## config.mk

```make
export PLATFORM = sky130hd
export DESIGN_NAME = synth_load_port
export DESIGN_NICKNAME = d
export VERILOG_FILES = /design/src/rtl/sp_pkg.sv /design/src/rtl/sp_sync.sv /design/src/rtl/sp_shift.sv /design/src/rtl/sp_latch_ctrl.sv /design/src/rtl/synth_load_port.sv
export SDC_FILE = /design/constraint.sdc
export NUM_CORES = 1
export LEC_CHECK = 0
export BUFFER_PORTS_ARGS = -buffer_cell sky130_fd_sc_hd__buf_2
export CORE_MARGIN = 5
export CORE_UTILIZATION = 29
export CTS_BUF_LIST = sky130_fd_sc_hd__clkbuf_4 sky130_fd_sc_hd__clkbuf_8
export DETAILED_ROUTE_END_ITERATION = 6
export PLACE_DENSITY = 0.49
export RECOVER_POWER = 25
export SYNTH_ARGS = -nofsm -noshare
export SYNTH_HDL_FRONTEND = slang
export SYNTH_SLANG_ARGS = --single-unit
```

## constraint.sdc

```tcl
create_clock -name clk -period 2.02 [get_ports clk]
set_clock_uncertainty 0.05 [all_clocks]
set_input_delay 0.202 -clock clk [delete_from_list [all_inputs] [get_ports clk]]
set_output_delay 0.202 -clock clk [all_outputs]
set_load 0.005 [all_outputs]
```

## src/rtl/sp_pkg.sv

```systemverilog
package sp_pkg;
    localparam int DATA_W = 14;
    localparam int SR_W   = DATA_W + 1;

    typedef enum logic [0:0] {
        S_IDLE = 1'b0,
        S_LOAD = 1'b1
    } ld_state_t;
endpackage

```

## src/rtl/sp_sync.sv

```systemverilog
module sp_sync #(
    parameter int W      = 3,
    parameter int STAGES = 2
) (
    input  logic         clk,
    input  logic         rst_n,
    input  logic [W-1:0] async_i,
    output logic [W-1:0] sync_o
);
    logic [W-1:0] stage_q [STAGES];

    always_ff @(posedge clk) begin
        if (!rst_n) begin
            for (int i = 0; i < STAGES; i++) stage_q[i] <= '0;
        end else begin
            stage_q[0] <= async_i;
            for (int i = 1; i < STAGES; i++) stage_q[i] <= stage_q[i-1];
        end
    end

    assign sync_o = stage_q[STAGES-1];
endmodule

```

## src/rtl/sp_shift.sv

```systemverilog
module sp_shift #(
    parameter int SR_W = 15
) (
    input  logic            clk,
    input  logic            rst_n,
    input  logic            sclk_s,
    input  logic            sdat_s,
    output logic [SR_W-1:0] word_o
);
    logic sclk_d;
    logic step;

    assign step = sclk_s & ~sclk_d;

    always_ff @(posedge clk) begin
        if (!rst_n) begin
            sclk_d <= 1'b0;
            word_o <= '0;
        end else begin
            sclk_d <= sclk_s;
            if (step) word_o <= {word_o[SR_W-2:0], sdat_s};
        end
    end

    // no shift without a rising shift clock
    a_r2_no_edge_no_shift: assert property (@(posedge clk) disable iff (!rst_n)
        !$rose(sclk_s) |=> $stable(word_o));
    // a rising shift clock takes in exactly the current data bit
    a_r2_one_bit_per_edge: assert property (@(posedge clk) disable iff (!rst_n)
        $rose(sclk_s) |=> word_o == {$past(word_o[SR_W-2:0]), $past(sdat_s)});
endmodule

```

## src/rtl/sp_latch_ctrl.sv

```systemverilog
module sp_latch_ctrl
    import sp_pkg::*;
#(
    parameter int              DATA_W   = 14,
    parameter logic [DATA_W-1:0] REF_INIT = 14'd100,
    parameter logic [DATA_W-1:0] FB_INIT  = 14'd1000
) (
    input  logic              clk,
    input  logic              rst_n,
    input  logic              le_s,
    input  logic [DATA_W:0]   word_i,
    output logic [DATA_W-1:0] ref_q,
    output logic [DATA_W-1:0] fb_q
);
    ld_state_t state, state_nx;
    logic      wr_ref, wr_fb;

    // state register
    always_ff @(posedge clk) begin
        if (!rst_n) state <= S_IDLE;
        else        state <= state_nx;
    end

    always_comb begin
        state_nx = state;
        unique case (state)
            S_IDLE: if (le_s)  state_nx = S_LOAD;
            S_LOAD: if (!le_s) state_nx = S_IDLE;
        endcase
    end

    // outputs of the machine: write strobes
    always_comb begin
        wr_ref = 1'b0;
        wr_fb  = 1'b0;
        unique case (state)
            S_IDLE: ;
            S_LOAD: begin
                wr_ref = word_i[0];
                wr_fb  = ~word_i[0];
            end
        endcase
    end

    always_ff @(posedge clk) begin
        if (!rst_n) begin
            ref_q <= REF_INIT;
            fb_q  <= FB_INIT;
        end else begin
            if (wr_ref) ref_q <= word_i[DATA_W:1];
            if (wr_fb)  fb_q  <= word_i[DATA_W:1];
        end
    end

    // idle keeps both registers
    a_r7_idle_hold: assert property (@(posedge clk) disable iff (!rst_n)
        state == S_IDLE |=> $stable(ref_q) && $stable(fb_q));
    // routing bit 1 loads the reference register
    a_r4_ref_load: assert property (@(posedge clk) disable iff (!rst_n)
        (state == S_LOAD && word_i[0]) |=> ref_q == $past(word_i[DATA_W:1]));
    // routing bit 0 loads the feedback register
    a_r5_fb_load: assert property (@(posedge clk) disable iff (!rst_n)
        (state == S_LOAD && !word_i[0]) |=> fb_q == $past(word_i[DATA_W:1]));
    // the unselected register is untouched
    a_r6_other_kept: assert property (@(posedge clk) disable iff (!rst_n)
        state == S_LOAD |=> (word_i[0] ? $stable(fb_q) : $stable(ref_q)) || $past(state) != S_LOAD);
endmodule

```

## src/rtl/synth_load_port.sv

```systemverilog
module synth_load_port
    import sp_pkg::*;
#(
    parameter logic [DATA_W-1:0] REF_INIT = 14'd100,
    parameter logic [DATA_W-1:0] FB_INIT  = 14'd1000
) (
    input  logic              clk,
    input  logic              rst_n,
    input  logic              sclk_in,
    input  logic              sdata_in,
    input  logic              load_en_in,
    output logic [DATA_W-1:0] ref_div_o,
    output logic [DATA_W-1:0] fb_div_o
);
    logic [2:0]      pins_s;
    logic [SR_W-1:0] word;

    sp_sync #(.W(3), .STAGES(2)) u_sync (
        .clk     (clk),
        .rst_n   (rst_n),
        .async_i ({load_en_in, sdata_in, sclk_in}),
        .sync_o  (pins_s)
    );

    sp_shift #(.SR_W(SR_W)) u_shift (
        .clk    (clk),
        .rst_n  (rst_n),
        .sclk_s (pins_s[0]),
        .sdat_s (pins_s[1]),
        .word_o (word)
    );

    sp_latch_ctrl #(
        .DATA_W   (DATA_W),
        .REF_INIT (REF_INIT),
        .FB_INIT  (FB_INIT)
    ) u_latch (
        .clk    (clk),
        .rst_n  (rst_n),
        .le_s   (pins_s[2]),
        .word_i (word),
        .ref_q  (ref_div_o),
        .fb_q   (fb_div_o)
    );
endmodule

```

# Yosys cells after proc, flatten, opt, wreduce, memory -nomap -nowiden
# Memories as Yosys holds them, arrays and structs flattened.
# Cells that the tools add are included.
# op_classes
n_mux	7
n_bitwise	5
# op_table
op	count
$mux W3	2
$mux W1	5
$not A1 Y1	2
$or A1 B1 Y1	2
$and A1 B1 Y1	1
# totals
reg_bits	45
mem_bits_rw	6
out_inout_bits	28
memories	1
# memory_table
memory	words	word_bits	rd	rd_ports_with_merged_regs	write_ports	line	rtl
u_sync.stage_q	2	3	2	0	2	sp_sync.sv:10	logic [W-1:0] stage_q [STAGES];

# Logic depth before layout (Yosys ltp)
# logic_depth
depth_word	2
depth_mapped	4

# Hierarchy
# From an unflattened synthesis, not the netlist that was laid out.
# unflattened
cells_unflattened	189
hier_area_um2	1911.8
# by_module_without_submodules
module	n_inst	cells_per_inst	area_per_inst_um2
sp_latch_ctrl	1	121	1136.1
sp_shift	1	53	595.6
sp_sync	1	15	180.2

# Worst setup path before layout
# OpenSTA, ideal clock, no wires.
# synth_timing
kind	register to register
from	register u_latch.state
to	register u_latch.fb_q[0]
setup_time_ns	0.072
arrival_time_ns	0.876
setup_slack_ns	1.022
stages_incl_launch_ff	5
path_buffers	2
period_less_slack_ns	0.998
cell_sequence	dfxtp_1 -> nor2b_1 -> buf_6 -> buf_6 -> mux2i_1
# synth_via
elab_chain_cells	1
# synth_lines
element	line	rtl
from (decl)	sp_latch_ctrl.sv:15	ld_state_t state, state_nx;
from (signal assigned)	sp_latch_ctrl.sv:21	else state <= state_nx;
$mux W1	sp_latch_ctrl.sv:36	unique case (state)
to (signal assigned)	sp_latch_ctrl.sv:51	if (wr_fb) fb_q <= word_i[DATA_W:1];
to (decl)	sp_latch_ctrl.sv:13	output logic [DATA_W-1:0] fb_q
# No other way between the ends.
# A chain may end at the register's enable or synchronous reset.

==> impl_metrics.json <==
{
  "critPathBufInv": 2,
  "synthCells": 172,
  "rrSetupSlack_ns": 0.53,
  "routedWlPerCell_um": 12.4,
  "worst_ep_required_time_ns": 2.20,
  "syn2layout_area_growth_pct": 18.0,
  "hold_depth": 2,
  "ys_seq_elements": 51,
  "track_usage_pct": 9.39,
  "yosysSeqAreaShare_pct": 55.9,
  "grt-ovfl-total": 0,
  "wirelength_um": 3470,
  "synth_top_cell_area_share_pct": 55.9,
  "dp_cells": 272,
  "max_slew_margin_pct": 9.08,
  "portBuffers": 32,
  "clk_latency_ns": 0.30,
  "avgSynthCellArea_sq_um": 10.6,
  "period_share_pct": 76.5,
  "path_clk_slew_ns": 0.09,
  "rsz0062_at_grt": "no",
  "final_cell_mix": "dfxtp_1, nand2_1, mux2i_1, buf_2",
  "whs_endpoint": "u_sync.stage_q[0][2]$_SDFF_PN0_",
  "slew_violations": 0,
  "cpMostUsedCell": "clkbuf_1",
  "fill_cells": 678,
  "ys_warn_count": 0,
  "ff_latch_area_sq_um": 1020,
  "drc": 0,
  "num_rows": 29,
  "status": "complete, no violations",
  "grt_pass1_vias": 1214,
  "start_util_pct": 29.3,
  "slowest_stage": "clkbuf_1",
  "antenna_found_initial": 0,
  "timing.fmax_mhz": 647,
  "hp-class": "in -> reg",
  "diodes": 0,
  "syn_nets": 177,
  "die_area_sq_um": 7990,
  "layout_setup_ws_ns": 0.474,
  "end_kind": "register",
  "start_kind": "primary input",
  "final.setup.tns_ns": 0,
  "power_leakage_nw": 0.872,
  "setup_violations": 0,
  "synth_fa_ha_area_share_pct": 0,
  "synth_largest_area_cell": "dfxtp_1",
  "route.antenna.remaining_nets": 0,
  "cts_tree": "done",
  "tightest_slew_ns": 1.36,
  "power_density_nw_per_um2": 882,
  "synth_area_leaders": "dfxtp_1, mux2i_1, nand2_1, o211ai_1, and2_1",
  "critical_path.max_fanout": 31,
  "hold_buffers": 0,
  "path_cells": "clkbuf_1, clkbuf_1, nand2_1, mux2i_1",
  "cts.sinks": 51,
  "period_minus_slack_ns": 1.55,
  "final_common_cell": "dfxtp_1",
  "cp.arrival_ns": 1.73,
  "syn-cell-area_sq_um": 1830,
  "post_cts_buffers": 0,
  "firstDrtPassIters": 4,
  "ctsResizeCount": 0,
  "io_pins": 33,
  "place_ws_ns": 0.558,
  "synth_cell_types": 14,
  "dp_hpwl_um": 2460,
  "gp_congestion": 0.706,
  "rr_startpoint": "u_latch.state$_SDFF_PN0_",
  "drtIter0Drc": 58,
  "multiInputGateArea_sq_um": 679,
  "fin_cells": 280,
  "nets": 207,
  "vdd_drop_max_mv": 0.280,
  "layout-drive-gt1-share_pct": 17.7,
  "hold_violations": 0,
  "grt_start_max_net_pins": 32,
  "die_w_um": 89.4,
  "critPathMaxStageDelay_ns": 0.97,
  "synthXorXnorAreaFrac_pct": 0,
  "root_buffer": "clkbuf_8",
  "synth_simple_gate_area_share_pct": 14.9,
  "synth_compound_area_share_pct": 3.70,
  "cts_buffer_depth": 2,
  "synthMuxAreaShare_pct": 18.6,
  "reg2regPathDepth": 2,
  "hp-start": "load_en_in",
  "crit_cells": 4,
  "vias": 1210,
  "dieHeight_um": 89.4,
  "reg2reg_to": "u_latch.ref_q[2]$_SDFFE_PN1P_",
  "cp_top_family": "buffers and inverters",
  "h-tree-depth": 2,
  "maxCapViolations": 0,
  "path_class": "in -> reg",
  "cts_buffers": 5,
  "synth_top_family_by_area": "multiplexers",
  "coreArea_sq_um": 6240,
  "via_per_inst": 4.32,
  "grt_pass1_wl_um": 5740
}
-- cells by family (layout without fill, tap and decap cells) --
| kind of cell | Yosys count | after routing |
|---|---|---|
| AO/OA/AOI/OAI | 9 | 9 |
| buffers and inverters | 22 | 53 |
| flip-flops | 51 | 51 |
| multiplexers | 34 | 34 |
| AND/OR/NAND/NOR | 56 | 56 |
-- worst max-delay path by stage --
stage                        startpoint                              to  slack, ns
3_5_place_dp   u_latch.state$_SDFF_PN0_  u_latch.ref_q[12]$_SDFFE_PN0P_       0.56
2_1_floorplan  u_latch.state$_SDFF_PN0_    u_latch.fb_q[0]$_SDFFE_PN0P_       1.02
4_1_cts        u_latch.state$_SDFF_PN0_  u_latch.ref_q[13]$_SDFFE_PN0P_       0.52
5_1_grt                           rst_n   u_latch.ref_q[1]$_SDFFE_PN0P_       0.22
3_3_place_gp   u_latch.state$_SDFF_PN0_  u_latch.ref_q[10]$_SDFFE_PN0P_       0.60
6_report                          rst_n   u_latch.ref_q[1]$_SDFFE_PN0P_       0.47
-- synth_stat cells --
cell      instances
and2_1            9
buf_2             5
buf_4             2
buf_6             4
clkbuf_1          2
dfxtp_1          51
inv_1             9
mux2i_1          34
nand2_1          36
nand3_1           3
nand3b_1          6
nor2b_1           1
nor2b_4           1
o211ai_1          9
-- through the flow --
stage / area (sq um) / power (W) / hold WS, ns / util (%)
6_report: 2160 / 0.00190 / 0.0517 / 34.5
5_1_grt: 2160 / 0.00198 / 0.0503 / 34.5
4_1_cts: 2170 / 0.00193 / 0.0364 / 34.8
3_5_place_dp: 2030 / 0.00110 / 0.362 / 32.6
3_3_place_gp: 2030 / 0.00110 / 0.360 / 32.6
2_1_floorplan: 1830 / 0.00109 / 0.279 / -
-- registers in the layout (all words and copies together) (netlist names) --
register        count
u_shift.word_o     15
u_sync.stage_q      6
u_latch.ref_q      14
u_latch.state       1
u_latch.fb_q       14
u_shift.sclk_d      1
-- per-layer routing --
| metal | part of all wire [%] | track usage (%) | vias up |
|---|---|---|---|
| met5 | 0 | 0 | - |
| met3 | 4.8 | 2.86 | 5 |
| met1 | 48 | 11.7 | 562 |
| met2 | 45 | 14.8 | 21 |
| met4 | 1.6 | 4.47 | 0 |
| li1 | - | - | 622 |
-- final cells by class --
| cell class | instances | share of cell area [%] |
|---|---|---|
| Clock buffer | 5 | 3.19 |
| Clock inverter | 3 | 3.13 |
| Inverter | 9 | 1.57 |
| Multi-Input combinational cell | 99 | 31.5 |
| Sequential cell | 51 | 47.4 |
| Tap cell | 77 | 4.47 |
| Timing Repair Buffer | 36 | 8.76 |
-- where the power goes --
group / internal, W / leakage (nW) / total (W) / switching, W
Sequential: 0.00102 / 0.413 / 0.00102 / 0.00000552
Clock: 0.000494 / 0.0644 / 0.000826 / 0.000332
Combinational: 0.0000236 / 0.394 / 0.0000547 / 0.0000311
Total: 0.00153 / 0.872 / 0.00190 / 0.000369
No activity file was read; power rests on OpenSTA's default activity.
